===== config.mk =====
export PLATFORM = sky130hd
export DESIGN_NAME = ddr_init_seq
export DESIGN_NICKNAME = d
export VERILOG_FILES = /design/src/rtl/ddr_init_pkg.sv /design/src/rtl/ddr_cmd_encode.sv /design/src/rtl/init_wait_ctr.sv /design/src/rtl/ddr_init_seq.sv
export SDC_FILE = /design/constraint.sdc
export NUM_CORES = 1
export LEC_CHECK = 0
export BUFFER_PORTS_ARGS = -buffer_cell sky130_fd_sc_hd__buf_2
export CORE_MARGIN = 2
export CORE_UTILIZATION = 59
export CTS_BUF_LIST = sky130_fd_sc_hd__clkbuf_4 sky130_fd_sc_hd__clkbuf_8
export DETAILED_ROUTE_END_ITERATION = 10
export PLACE_DENSITY = 0.9
export SLEW_MARGIN = 20
export SYNTH_ARGS = -nofsm -noshare
export SYNTH_HDL_FRONTEND = slang
export SYNTH_SLANG_ARGS = --single-unit

===== constraint.sdc =====
create_clock -name clk -period 3.57 [get_ports clk]
set_input_delay 0.5355 -clock clk [delete_from_list [all_inputs] [get_ports clk]]
set_output_delay 0.5355 -clock clk [all_outputs]
set_load 0.03 [all_outputs]

===== src/rtl/ddr_init_pkg.sv =====
package ddr_init_pkg;

    typedef enum logic [2:0] {
        CMD_DESEL,
        CMD_NOP,
        CMD_PREA,
        CMD_LMR,
        CMD_REF
    } bus_cmd_e;

    typedef enum logic [1:0] {
        ST_BOOT,
        ST_WAIT,
        ST_DONE
    } seq_state_e;

    typedef enum logic [2:0] {
        STEP_PREA,
        STEP_EMR,
        STEP_MR,
        STEP_REF,
        STEP_FINAL,
        STEP_READY
    } seq_step_e;

    localparam int          AP_BIT        = 10;
    localparam int          DLL_RESET_BIT = 8;
    localparam logic [1:0]  BA_BASE_MR    = 2'b00;
    localparam logic [1:0]  BA_EXT_MR     = 2'b01;

endpackage


===== src/rtl/ddr_cmd_encode.sv =====
module ddr_cmd_encode
    import ddr_init_pkg::*;
(
    input  bus_cmd_e cmd,
    output logic     cs_n,
    output logic     ras_n,
    output logic     cas_n,
    output logic     we_n
);
    always_comb begin
        {cs_n, ras_n, cas_n, we_n} = 4'b1111;
        case (cmd)
            CMD_NOP:  {cs_n, ras_n, cas_n, we_n} = 4'b0111;
            CMD_PREA: {cs_n, ras_n, cas_n, we_n} = 4'b0010;
            CMD_LMR:  {cs_n, ras_n, cas_n, we_n} = 4'b0000;
            CMD_REF:  {cs_n, ras_n, cas_n, we_n} = 4'b0001;
            default:  {cs_n, ras_n, cas_n, we_n} = 4'b1111;
        endcase
    end
endmodule


===== src/rtl/init_wait_ctr.sv =====
module init_wait_ctr #(
    parameter int W = 14
) (
    input  logic         clk,
    input  logic         rst_n,
    input  logic         load,
    input  logic [W-1:0] load_val,
    output logic         expired
);
    logic [W-1:0] cnt_d, cnt_q;

    always_comb begin
        cnt_d = cnt_q;
        if (load)
            cnt_d = load_val;
        else if (cnt_q != '0)
            cnt_d = cnt_q - 1'b1;
    end

    always_ff @(posedge clk or negedge rst_n) begin
        if (!rst_n) cnt_q <= '0;
        else        cnt_q <= cnt_d;
    end

    assign expired = (cnt_q == '0);
endmodule


===== src/rtl/ddr_init_seq.sv =====
module ddr_init_seq
    import ddr_init_pkg::*;
#(
    parameter int ADDR_W     = 13,
    parameter int BA_W       = 2,
    parameter int CLK_MHZ    = 50,
    parameter int STABLE_US  = 200,
    parameter int T_RP       = 2,
    parameter int T_MRD      = 2,
    parameter int T_RFC      = 5,
    parameter int REF_COUNT  = 2,
    parameter int FINAL_WAIT = 200
) (
    input  logic              clk,
    input  logic              rst_n,
    input  logic [ADDR_W-1:0] mode_val,
    input  logic [ADDR_W-1:0] ext_mode_val,
    output logic              cke,
    output logic              cs_n,
    output logic              ras_n,
    output logic              cas_n,
    output logic              we_n,
    output logic [BA_W-1:0]   ba,
    output logic [ADDR_W-1:0] addr,
    output logic              init_done
);
    localparam int STABLE_CYC = CLK_MHZ * STABLE_US;
    localparam int MAX_A      = (STABLE_CYC > FINAL_WAIT) ? STABLE_CYC : FINAL_WAIT;
    localparam int MAX_B      = (T_RP > T_MRD) ? T_RP : T_MRD;
    localparam int MAX_C      = (MAX_B > T_RFC) ? MAX_B : T_RFC;
    localparam int MAX_WAIT   = (MAX_A > MAX_C) ? MAX_A : MAX_C;
    localparam int CNT_W      = $clog2(MAX_WAIT + 1);
    localparam int REF_W      = $clog2(REF_COUNT + 1);

    typedef struct packed {
        seq_state_e        state;
        seq_step_e         step;
        logic [REF_W-1:0]  refs;
        logic              cke;
        bus_cmd_e          cmd;
        logic [BA_W-1:0]   ba;
        logic [ADDR_W-1:0] addr;
        logic              done;
    } seq_t;

    localparam seq_t SEQ_RESET = '{
        state: ST_BOOT,
        step:  STEP_PREA,
        refs:  '0,
        cke:   1'b0,
        cmd:   CMD_DESEL,
        ba:    '0,
        addr:  '0,
        done:  1'b0
    };

    seq_t             s_d, s_q;
    logic             ld;
    logic [CNT_W-1:0] ld_val;
    logic             wait_over;

    init_wait_ctr #(.W(CNT_W)) u_wait (
        .clk      (clk),
        .rst_n    (rst_n),
        .load     (ld),
        .load_val (ld_val),
        .expired  (wait_over)
    );

    always_comb begin
        s_d      = s_q;
        s_d.cmd  = CMD_NOP;
        s_d.ba   = '0;
        s_d.addr = '0;
        ld       = 1'b0;
        ld_val   = '0;
        case (s_q.state)
            ST_BOOT: begin
                s_d.cke   = 1'b1;
                s_d.state = ST_WAIT;
                s_d.step  = STEP_PREA;
                ld        = 1'b1;
                ld_val    = CNT_W'(STABLE_CYC - 1);
            end
            ST_WAIT: begin
                if (wait_over) begin
                    case (s_q.step)
                        STEP_PREA: begin
                            s_d.cmd          = CMD_PREA;
                            s_d.addr[AP_BIT] = 1'b1;
                            s_d.step         = STEP_EMR;
                            ld               = 1'b1;
                            ld_val           = CNT_W'(T_RP - 1);
                        end
                        STEP_EMR: begin
                            s_d.cmd  = CMD_LMR;
                            s_d.ba   = BA_W'(BA_EXT_MR);
                            s_d.addr = ext_mode_val;
                            s_d.step = STEP_MR;
                            ld       = 1'b1;
                            ld_val   = CNT_W'(T_MRD - 1);
                        end
                        STEP_MR: begin
                            s_d.cmd                 = CMD_LMR;
                            s_d.ba                  = BA_W'(BA_BASE_MR);
                            s_d.addr                = mode_val;
                            s_d.addr[DLL_RESET_BIT] = 1'b1;
                            s_d.step                = STEP_REF;
                            ld                      = 1'b1;
                            ld_val                  = CNT_W'(T_MRD - 1);
                        end
                        STEP_REF: begin
                            s_d.cmd  = CMD_REF;
                            s_d.refs = s_q.refs + 1'b1;
                            s_d.step = (s_q.refs == REF_W'(REF_COUNT - 1)) ? STEP_FINAL : STEP_REF;
                            ld       = 1'b1;
                            ld_val   = CNT_W'(T_RFC - 1);
                        end
                        STEP_FINAL: begin
                            s_d.step = STEP_READY;
                            ld       = 1'b1;
                            ld_val   = CNT_W'(FINAL_WAIT - 1);
                        end
                        default: begin
                            s_d.state = ST_DONE;
                            s_d.done  = 1'b1;
                        end
                    endcase
                end
            end
            default: begin
                s_d.done = 1'b1;
            end
        endcase
    end

    always_ff @(posedge clk or negedge rst_n) begin
        if (!rst_n) s_q <= SEQ_RESET;
        else        s_q <= s_d;
    end

    ddr_cmd_encode u_enc (
        .cmd   (s_q.cmd),
        .cs_n  (cs_n),
        .ras_n (ras_n),
        .cas_n (cas_n),
        .we_n  (we_n)
    );

    assign cke       = s_q.cke;
    assign ba        = s_q.ba;
    assign addr      = s_q.addr;
    assign init_done = s_q.done;
endmodule


# Word level (Yosys, flattened, before mapping)
# Cells that the tools add are included.
# Widths: inputs -> output; s select.
[totals] ff_bits=41 out_inout_bits=21 word_cells=68
[classes] addsub=2 eq_ne=13 muxes=26 bitwise=1 reduce_logical=17
[ops] operator="$mux 14" count=2
[ops] operator="$pmux 14 s2" count=1
[ops] operator="$pmux 8 s3" count=1
[ops] operator="$pmux 10 s2" count=1
[ops] operator="$mux 19" count=1
[ops] operator="$mux 18" count=1
[ops] operator="$pmux 3 s5" count=1
[ops] operator="$logic_not 14->1" count=1
[ops] operator="$reduce_bool 14->1" count=1
[ops] operator="$sub 14x1->14 const B" count=1
[ops] operator="$eq 3x2->1 const B" count=4
[ops] operator="$reduce_and 3->1" count=4
[ops] operator="$pmux 5 s2" count=1
[ops] operator="$pmux 3 s3" count=1
[ops] operator="$mux 8" count=1
[ops] operator="$mux 1" count=7
[ops] operator="$mux 7" count=1
[ops] operator="$eq 3x1->1 const B" count=2
[ops] operator="$eq 3x3->1 const B" count=2
[ops] operator="$ne 6x1->1 const B" count=1
[ops] operator="$pmux 3 s2" count=1
[ops] operator="$reduce_or 2->1" count=3
[ops] operator="$reduce_or 3->1" count=2
[ops] operator="$reduce_or 5->1" count=1
[ops] operator="other kinds (13)" count=17

# Depth between registers and ports, before layout
# Gate-level depths: netlist of run 1.
[depth] word_depth=6 depth_mapped=7 mapped_depth_nobuf=6

# Hierarchy
# Synthesis of run 1 repeated with hierarchy kept, for this count alone.
[hier_totals] hier_cells=187 area_unflattened_um2=2118.3
[by_module_without_submodules] mod="ddr_init_seq" instances=1 cells_each=104 area_each_um2=1252.5 seq_area_each_um2=650.6
[by_module_without_submodules] mod="init_wait_ctr" instances=1 cells_each=77 area_each_um2=825.8 seq_area_each_um2=350.3
[by_module_without_submodules] mod="ddr_cmd_encode" instances=1 cells_each=6 area_each_um2=40.0 seq_area_each_um2=0.0

# Worst setup path before layout of run 1
# OpenSTA, ideal clock, no wires.
[synth_path] kind="reg2reg" from="register u_wait.cnt_q[5]" to="register s_q[16] (netlist bit)" setup_ns=0.131 arrival_time_ns=1.866 path_slack_ns=1.573 stages_incl_launch_ff=6 n_path_buf=1 period_less_slack_ns=1.997 cell_sequence="dfrtp_1 > nor4_4 > nand2_2 > or4_4 > buf_6 > or3_1"
[synth_rtl] element="start, declared" line_no="init_wait_ctr.sv:10" rtl="logic [W-1:0] cnt_d, cnt_q;"
[synth_rtl] element="start signal, assigned" line_no="init_wait_ctr.sv:22" rtl="else cnt_q <= cnt_d;"
[synth_rtl] element="end signal, assigned" line_no="ddr_init_seq.sv:138" rtl="if (!rst_n) s_q <= SEQ_RESET;"
[synth_rtl] element="end signal, assigned" line_no="ddr_init_seq.sv:139" rtl="else s_q <= s_d;"
[synth_rtl] element="end, declared" line_no="ddr_init_seq.sv:57" rtl="seq_t s_d, s_q;"

# Worst setup path after layout of run 1
[layout_path] from="register u_wait.cnt_q[5]" to="register s_q[22] (netlist bit)"
[layout_via] elab_chain_cells=3
[layout_rtl] element="$logic_not 14->1" line_no="init_wait_ctr.sv:25" rtl="assign expired = (cnt_q == '0);"
[layout_rtl] element="$ne 2x1->1 (no source line)"
[layout_rtl] element="$reduce_and 3->1 (no source line)"
# No other way between the ends.
# A chain may end at the register's enable or synchronous reset.

==> results by group, run 1 <==
Outcome
  • Outcome: finished clean

Die
  • Area of the core: 3340 um2
  • Die area: 3950 um2
  • Starting Density: 61.3%
  • Die Span Y: 62.9 um
  • Top Ports: 49
  • Die width: 62.9 um
  • Row count: 21

Timing
  • Setup TNS: 0 ns
  • RSZ-0062 raised after global routing: no
  • Hold Vio Cnt, Final: 0
  • Final Max Tran Viols: 0
  • Achievable frequency: 439 MHz
  • Minimum clock period after layout: roughly 2.3 ns
  • Worst slew margin: 42.5%
  • Slew @ Worst Pin: between 0.8 and 0.9 ns
  • Setup Skew: 0.00827 ns
  • Crit share post-route: 63.8%
  • Final setup fails: 0

Routing
  • DRT antenna net count: 0
  • Total Wirelength: 3790 um
  • # DRC: 0
  • Routed WL per cell: 13.3 um
  • Pre-Repair DR Iteration Count: 4
  • Vias per inst: between 5 and 6
  • Starting DRT DRC Count: roughly 140
  • Via count: 1538

Synthesis
  • Syn Nets: between 200 and 250
  • Ys Warns: 0
  • Number of flops mapped to enable cells by yosys: 0
  • Synth top area cells: dfrtp_1 (49%), buf_4 (5.5%), nor2_1 (5.3%), a22oi_1 (4.4%), xor2_1 (3.0%)
  • Unique masters post-synth: 46
  • Area leader, netlist: dfrtp_1
  • Post-synth top area share: roughly half
  • Top FF cell, synth: dfrtp_1
  • #FFs+latches synth: 40
  • Synth async-reset ratio: 100%
  • Syn_area_per_cell: slightly below 10 um2
  • Cell count after synthesis: 207
  • Mapped Area: 2040 um2
  • Seq/Total Area, Yosys: 49.0%

Clocking
  • Setup bufs post-CTS: 0
  • Worst-Skew Late Latency: 0.35 ns
  • Clock Pin Slew Worst Setup and Hold Paths: between 0.1 and 0.15 ns
  • PostCTS Resize Cnt: 0
  • CTS H-tree depth: 2
  • CTS tree: built
  • Root Buffer: clkbuf_4
  • # hold bufs at CTS: 0
  • Max clock buf depth: 2
  • Num CTS Buffers: 5
  • Clock tree sinks: 40

Worst setup path
  • R2r setup slk: 1.29 ns
  • Reg-to-reg critical path startpoint: u_wait.cnt_q[5]
  • Critical path startpoint: u_wait.cnt_q[5]
  • Crit-path slowest cell: dfrtp_1
  • Worst r2r dst: s_q[22]
  • Critical Path Start Type: register
  • Kind of critical path: register to register
  • FF-to-FF path depth: 5
  • Worst path required time: roughly 3.8 ns
  • Slowest stage delay, CP: between 0.4 and 0.5 ns
  • CP Cell Sequence: nor4_4, nand3_1, or2_1, o21ai_2, mux2_2
  • Critical Path AT: 2.52 ns
  • Crit-path max FO: 8
  • Worst Setup End Kind: register
  • Crit path capture: s_q[22]

Finish
  • Most common cell after layout, fill and taps aside: buf_2
  • Layout cells sized above 1: 27.2%
  • Finished Cell Area: around 2300 um2
  • Fin util: 67.9%
  • Area added between synthesis and finish: 10.8%
  • Final net count: between 200 and 300
  • N_diodes: 0
  • Most frequent cells in the layout: buf_2 (46), dfrtp_1 (40), nor2_1 (29)

Hold path
  • HP Class: input pin to async pin

GRT
  • Vias in the first global route: ~1400
  • GRT overflow: 0
  • Largest net degree at the start of global routing: 41
  • Total GRT Usage: between 20% and 30%
  • Initial antenna violation count: 0
  • First-pass GRT wire length: ~6300 um

Power and ir drop
  • Switching share of power: 19.8%
  • Total Power: 769 uW
  • Internal: around 620 uW
  • Power Density: about 340 nW/um2
  • Sw power: ~150 uW
  • Peak VDD IR: approximately 0.23 mV
  • Logic pwr share: approximately 3%
  • Static leakage: 0.00100 uW
  • Clock power frac: approximately two fifths
  • Seq pwr share: 58.9%

Placement
  • Port Buffers: 46
  • RD Place Congestion: 0.883
  • DP HPWL: 2740 um
  • DP Area: between 2000 and 2500 um2

Flow run
  • # Max-Cap Violations: 0
critical path, delay by kind of cell (launching register included):
kind               cells  cell delay [ns]
AOI/OAI and AO/OA      1             0.32
muxes                  1             0.37
and+or+nand+nor        3             1.01
DFF                    1             0.47
worst min path at each step:
stage,to,start,cells after the start
after floorplan,addr[0],rst_n,0
after global placement,cke,cke,1
after detailed placement,cke,cke,1
after CTS,cke,rst_n,1
after global routing,s_q[24],rst_n,1
final,cke,rst_n,1
per-layer routing:
metal  track usage [%]  wire, um  vias up
li1                  -         -      762
met2              33.2      1860       48
met5                 0         0        -
met1              26.5      1640      720
met3              5.05       203        8
met4              8.61        83        0
power by group through the flow:
stage | Clock, uW | Sequential (uW) | Combinational (uW)
2_1_floorplan | 0 | 462 | 2.55
3_3_place_gp | 0 | 462 | 23.3
3_5_place_dp | 0 | 462 | 24.0
4_1_cts | 300 | 453 | 24.2
5_1_grt | 320 | 453 | 26.2
6_report | 293 | 453 | 23.3
cells by family after synthesis:
| kind of cell | count (synthesis) | synth area share (%) |
|---|---|---|
| multiplexers | 4 | 2.08 |
| other | 1 | 0.183 |
| AND/OR/NAND/NOR | 71 | 18.5 |
| buffers and inverters | 31 | 8.87 |
| flip-flops | 40 | 49.0 |
| XOR/XNOR | 11 | 4.71 |
| AO/OA/AOI/OAI | 46 | 14.9 |
| adder cells (fa/ha/maj) | 3 | 1.84 |
registers in the layout, summed over array words and instances (netlist names):
signal        cells
cke               1
s_q              10
init_done         1
ba                1
u_wait.cnt_q     14
addr             13
layout make-up:
cell class | instances | area (um2)
clock buffers | 6 | 45.0
clock inverters | 2 | 35.0
fillers | 274 | 1070
inverters | 9 | 33.8
multi-input cells | 136 | 862
flip-flops and latches | 40 | 1000
well taps | 46 | 57.6
repair buffers | 46 | 230
cells in the mapped netlist, drive strengths merged, types with 4 or more instances:
cell type  number
nor2           30
dfrtp          40
a22oi          12
buf            17
o21ai          11
xnor2           4
xor2            7
nor3            6
nand2          10
inv             9
nand2b          4
a21oi           9
clkbuf          5
per-stage QoR:
stage | hold WS (ns) | instances | setup slack, ns
finish | 0.272 | 285 | 1.29
global route | 0.340 | 285 | 1.17
CTS | 0.304 | 285 | 1.31
detailed placement | 0.452 | 277 | 1.32
global placement | 0.444 | 277 | 1.34
floorplan | 0.240 | 207 | 1.57
No activity file was read; power rests on OpenSTA's default activity.
==> run 2, diff against run 1 <==
- ABC_AREA: not set -> 1
- CORE_UTILIZATION: 59 -> 56
- PLACE_DENSITY: 0.9 -> 0.85
- clock period: 3.57 -> 2.1 ns (I/O delays scaled with it)
==> results by group, run 2 <==
Outcome
  • Outcome: finished clean

Die
  • Top Ports: 49 (unchanged)
  • Starting Density: 59.6% (-1.6 points)
  • Die Span Y: 67.1 um (+6.8%)
  • Die width: 67.1 um (+6.8%)
  • Area of the core: 3740 um2 (+12%)
  • Die area: 4510 um2 (+14%)
  • Row count: 22 (+4.8%)

Power and ir drop
  • Peak VDD IR: 0.464 mV (+100%)
  • Power Density: 517 nW/um2 (+52%)
  • Static leakage: 0.00136 uW (+35%)

Placement
  • Port Buffers: 46 (unchanged)
  • RD Place Congestion: 0.862 (-2.4%)
  • DP HPWL: 3170 um (+16%)

Worst setup path
  • Critical path startpoint: u_wait.cnt_q[0]
  • Crit-path slowest cell: dfrtp_1
  • Critical Path AT: 2.14 ns (-0.38 ns)
  • Crit path depth: 10 (+5)
  • Worst Setup End Kind: register
  • FF-to-FF path depth: 10 (+5)
  • Reg-to-reg critical path startpoint: u_wait.cnt_q[0]
  • Critical Path Start Type: register
  • Worst path bufs/invs: 2 (+2)
  • CP Cell Sequence: inv_1, ha_2, inv_1, nor2_1, nand3_2, nor3_4, nand2_2, nor2_2, nand2_1, nand2_1
  • Worst r2r dst: addr[12]
  • CP delay by family, top: simple AND/OR/NAND/NOR gates
  • Crit-path max FO: 11 (+3)
  • Crit path capture: addr[12]
  • Kind of critical path: register to register
  • R2r setup slk: 0.18 ns (-1.11 ns)
  • Slowest stage delay, CP: 0.44 ns (-0.03 ns)
  • Worst path required time: 2.32 ns (-1.49 ns)

Clocking
  • Root Buffer: clkbuf_8
  • # hold bufs at CTS: 0 (unchanged)
  • Clock Pin Slew Worst Setup and Hold Paths: 0.07 ns (-0.04 ns)
  • Num CTS Buffers: 5 (unchanged)
  • Worst-Skew Late Latency: 0.28 ns (-0.07 ns)
  • Setup bufs post-CTS: 0 (unchanged)
  • Max clock buf depth: 2 (unchanged)
  • CTS H-tree depth: 2 (unchanged)
  • CTS tree: built
  • Clock tree sinks: 40 (unchanged)

Timing
  • Final setup fails: 0 (unchanged)
  • Hold Vio Cnt, Final: 0 (unchanged)
  • Minimum clock period after layout: 1.92 ns (-0.357 ns)
  • Crit share post-route: 91.4% (+28 points)
  • Worst slew margin: 44.2% (+1.7 points)
  • Setup TNS: 0 ns (unchanged)
  • Achievable frequency: 521 MHz (+19%)
  • Setup Skew: 0.00757 ns (-0.000693 ns)
  • Slew @ Worst Pin: 0.837 ns (-0.0232 ns)
  • RSZ-0062 raised after global routing: yes
  • Final Max Tran Viols: 0 (unchanged)

Routing
  • Met1 Wirelength: 1920 um (+17%)
  • Via count: 1846 (+20%)
  • Routed WL per cell: 11.0 um (-17%)
  • # DRC: 0 (unchanged)
  • Vias per inst: 4.91 (-9.0%)
  • Total Wirelength: 4140 um (+9.1%)
  • Met3 WL: 277 um (+36%)
  • DRT antenna net count: 0 (unchanged)
  • Starting DRT DRC Count: 95 (-32%)
  • Routed length on met2: 1890 um (+1.4%)
  • Top routing layer in use: met4
  • Pre-Repair DR Iteration Count: 4 (unchanged)

Synthesis
  • Synth async-reset ratio: 100% (unchanged)
  • Ys Warns: 0 (unchanged)
  • #FFs+latches synth: 40 (unchanged)
  • Top FF cell, synth: dfrtp_1
  • Area leader, netlist: dfrtp_1
  • Mapped Area: 2230 um2 (+9.2%)
  • Seq/Total Area, Yosys: 44.8% (-4.1 points)
  • Commonest cells in the netlist: nand2_1 (72), dfrtp_1 (40), nor2_1 (37)
  • Unique masters post-synth: 23 (-50%)
  • Post-synth top area share: 44.8% (-4.1 points)
  • Top-count cell post-synth: nand2_1
  • Syn Nets: 322 (+35%)
  • Number of flops mapped to enable cells by yosys: 0 (unchanged)
  • Cell count after synthesis: 291 (+41%)
  • Synth top area cells: dfrtp_1 (45%), nand2_1 (12%), nor2_1 (6.2%), buf_4 (5.7%), inv_1 (5.5%)
  • Syn_area_per_cell: 7.67 um2 (-22%)

Flow run
  • # Max-Cap Violations: 0 (unchanged)

Finish
  • Register area: 1000 um2 (unchanged)
  • Fill count: 324 (+18%)
  • Area added between synthesis and finish: 11.2%
  • N_diodes: 0 (unchanged)
  • Most common cell after layout, fill and taps aside: nand2_1
  • Max reg flops: 14 (unchanged)
  • Most frequent cells in the layout: nand2_1 (72), buf_2 (46), dfrtp_1 (40)
  • Final net count: 359 (+33%)
  • Fin util: 66.3% (-1.6 points)
  • Biggest register: u_wait.cnt_q
  • Layout cells sized above 1: 26.2% (-0.98 points)
  • Area of the multi-input gates: 956 um2 (+11%)

GRT
  • Total GRT Usage: 21.2% (+0.58 points)
  • Vias in the first global route: 1663 (+16%)
  • Initial antenna violation count: 0 (unchanged)
  • Largest net degree at the start of global routing: 41 (unchanged)
  • GRT overflow: 0 (unchanged)
  • First-pass GRT wire length: 7200 um (+14%)

Hold path
  • HP Class: input pin to async pin
## run 2: cell count changes after synthesis, sizes merged, moves of 4 or more
| cell | previous run | this run |
|---|---|---|
| a21oi | 9 | 15 |
| nor2 | 30 | 45 |
| clkbuf | 5 | 0 |
| a22oi | 12 | 0 |
| nand2 | 10 | 86 |
| nand2b | 4 | 0 |
| inv | 9 | 37 |
| nand3 | 2 | 14 |
## run 2: stage by stage
stage                     hold WS [ns]  area, um2  setup WS, ns  total power (uW)  std cells
after CTS                        0.169       2480         0.166              1300        376
after detailed placement         0.451       2400         0.205               826        369
final                            0.136       2480         0.180              1280        376
after global routing             0.208       2480      -0.00830              1340        376
after floorplan                 0.0194       2230         0.507               789        291
after global placement           0.453       2400         0.262               826        369
## run 2: worst min-delay path by stage
stage,from,end,depth (start not counted)
2_1_floorplan,rst_n,addr[0],0
3_3_place_gp,cke,cke,1
3_5_place_dp,cke,cke,1
4_1_cts,rst_n,u_wait.cnt_q[0],1
5_1_grt,rst_n,u_wait.cnt_q[10],1
6_report,rst_n,s_q[23],1
## run 2: report_power, final
part,internal [uW],leakage (uW),switching (uW)
clock,239,0.0000445,236
combinational,16.7,0.000820,23.2
sequential,770,0.000492,0
total,1030,0.00136,259
## run 2: final cells by class
cell class / instances / area share (%)
Multi-Input combinational cell: 196 / 38.5
Clock inverter: 1 / 0.202
Sequential cell: 40 / 40.3
Tap cell: 48 / 2.42
Clock buffer: 6 / 3.07
Timing Repair Buffer: 48 / 9.88
Inverter: 37 / 5.59
## run 2: per-layer routing
metal | GRT usage [%] | vias up
met1 | 28.9 | 831
met2 | 33.8 | 56
met4 | 7.65 | 0
li1 | - | 955
met5 | 0 | -
met3 | 4.33 | 4
## run 2: logic make-up after synthesis
family	count (synthesis)	share of synthesized area (%)
AOI/OAI and AO/OA	27	6.05
buffers and inverters	55	12.4
DFF	40	44.8
and+or+nand+nor	158	32.1
xor gates and xnor gates	7	2.75
other	1	0.168
adders and majority gates	3	1.68
## run 2: what timing repair did
action | CTS | global route
endpoints found under the hold margin | 0 | 0
gates resized for setup | 0 | 1
setup endpoints to repair | 0 | 5
==> run 3, diff against run 2 <==
- BUFFER_PORTS_ARGS: -buffer_cell sky130_fd_sc_hd__buf_2 -> -buffer_cell sky130_fd_sc_hd__clkbuf_2
==> results by group, run 3 (synthesis results as in run 2) <==
Outcome
  • Outcome: finished clean

Routing
  • # DRC: 0 (unchanged)
  • Vias per inst: 5.04 (+2.8%)
  • Met1 Wirelength: 1870 um (-2.9%)
  • Routed length on met2: 2220 um (+18%)
  • Top routing layer in use: met4
  • DRT antenna net count: 0 (unchanged)
  • Met3 WL: 356 um (+29%)
  • Routed WL per cell: 11.8 um (+7.5%)
  • Total Wirelength: 4510 um (+8.9%)
  • Via count: 1922 (+4.1%)
  • Starting DRT DRC Count: 93 (-2.1%)
  • Pre-Repair DR Iteration Count: 4 (unchanged)

Power and ir drop
  • Static leakage: 0.00140 uW (+2.9%)
  • Total Power: 1470 uW (+14%)
  • Peak VDD IR: 0.449 mV (-3.2%)
  • Power Density: 572 nW/um2 (+11%)

GRT
  • Initial antenna violation count: 0 (unchanged)
  • Vias in the first global route: 1794 (+7.9%)
  • GRT overflow: 0 (unchanged)
  • Total GRT Usage: 22.9% (+1.7 points)
  • First-pass GRT wire length: 7590 um (+5.5%)
  • Largest net degree at the start of global routing: 25 (-39%)

Timing
  • RSZ-0062 raised after global routing: no
  • Achievable frequency: 518 MHz (-0.53%)
  • Worst slew margin: 61.1% (+17 points)
  • Final setup fails: 0 (unchanged)
  • Final Max Tran Viols: 0 (unchanged)
  • Slew @ Worst Pin: 0.584 ns (-0.253 ns)
  • Minimum clock period after layout: 1.93 ns (+0.0102 ns)
  • Crit share post-route: 91.9% (+0.49 points)
  • Setup Skew: 0.00652 ns (-0.00106 ns)
  • Setup TNS: 0 ns (unchanged)
  • Hold Vio Cnt, Final: 0 (unchanged)

Worst setup path
  • FF-to-FF path depth: 11 (+1)
  • Critical Path AT: 2.16 ns (+0.02 ns)
  • Crit-path max FO: 5 (-6)
  • Reg-to-reg critical path startpoint: u_wait.cnt_q[0]
  • R2r setup slk: 0.17 ns (about the same)
  • Critical Path Start Type: register
  • Worst r2r dst: addr[7]
  • Worst Setup End Kind: register
  • Kind of critical path: register to register
  • Worst path required time: 2.33 ns (about the same)

Clocking
  • Root Buffer: clkbuf_8
  • Num CTS Buffers: 5 (unchanged)
  • Clock tree sinks: 40 (unchanged)
  • Max clock buf depth: 2 (unchanged)
  • CTS H-tree depth: 2 (unchanged)
  • Clock Pin Slew Worst Setup and Hold Paths: 0.07 ns (about the same)
  • Worst-Skew Late Latency: 0.30 ns (+0.02 ns)
  • CTS tree: built

Flow run
  • # Max-Cap Violations: 0 (unchanged)

Die
  • Starting Density: 59.6% (unchanged)
  • Die width: 67.1 um (unchanged)
  • Area of the core: 3740 um2 (unchanged)
  • Die area: 4510 um2 (unchanged)
  • Row count: 22 (unchanged)
  • Die Span Y: 67.1 um (unchanged)
  • Top Ports: 49 (unchanged)

Finish
  • Area added between synthesis and finish: 15.0%
  • Most common cell after layout, fill and taps aside: nand2_1
  • N_diodes: 0 (unchanged)
  • Max reg flops: 14 (unchanged)
  • Most frequent cells in the layout: nand2_1 (72), clkbuf_2 (46), dfrtp_1 (40)
  • Layout cells sized above 1: 27.0% (+0.81 points)
  • Final net count: 363 (+1.1%)
  • Biggest register: u_wait.cnt_q

Placement
  • DP HPWL: 3450 um (+9.0%)
  • RD Place Congestion: 0.837 (-2.9%)
  • Port Buffers: 46 (unchanged)

Hold path
  • HP Class: input pin to async pin
==> run 3: what timing repair did <==
| item | in CTS | in global routing |
|---|---|---|
| gates resized for setup | 0 | 1 |
| endpoints found under the setup margin | 0 | 12 |
| buffers inserted | 0 | 2 |
| hold buffers | 0 | 0 |
==> run 3: critical path, stage by stage (launching register included) <==
cell,delay (ns)
dfrtp_1,0.43
inv_1,0.13
ha_1,0.21
inv_1,0.05
nor2_1,0.13
nand3_2,0.13
nor3_4,0.16
nand2_2,0.14
nor2_4,0.22
buf_4,0.17
nand2_2,0.04
nand2_1,0.06
==> run 3: layer usage <==
layer,GRT usage [%],up-vias
li1,-,962
met1,28.9,883
met2,37.4,70
met3,7.00,7
met4,7.91,0
met5,0,-
==> run 3: final cells by class <==
type	instances	area, um2
multi-input combinational	196	958
clock buffer	6	82.6
tap	48	60.1
timing repair buffer	52	288
fill	311	1180
inverter	37	139
sequential	40	1000
clock inverter	2	38.8
==> run 3: how the worst max path moves through the flow <==
stage                          from  endpoint  slack (ns)  depth (start not counted)
global route        u_wait.cnt_q[0]  addr[12]        0.02                         11
finish              u_wait.cnt_q[0]   addr[7]        0.17                         11
CTS                 u_wait.cnt_q[0]   addr[1]        0.10                         10
global placement    u_wait.cnt_q[0]   addr[8]        0.27                         10
floorplan           u_wait.cnt_q[0]   s_q[20]        0.51                         10
detailed placement  u_wait.cnt_q[0]   addr[1]        0.17                         10
==> run 3: through the flow <==
| stage | worst slack (ns) | hold WS [ns] | std cells | instance area [um2] | util [%] |
|---|---|---|---|---|---|
| after floorplan | 0.507 | 0.0194 | 291 | 2230 | - |
| after global routing | 0.0163 | 0.0341 | 381 | 2570 | 68.6 |
| after detailed placement | 0.174 | 0.345 | 371 | 2410 | 64.5 |
| final | 0.169 | 0.00619 | 381 | 2570 | 68.6 |
| after global placement | 0.266 | 0.340 | 371 | 2410 | 64.5 |
| after CTS | 0.102 | 0.0232 | 379 | 2530 | 67.7 |
==> run 3: where the power goes <==
group | switching (uW) | internal [uW]
Sequential | 0 | 770
Combinational | 24.5 | 19.3
Clock | 268 | 388
Total | 293 | 1180
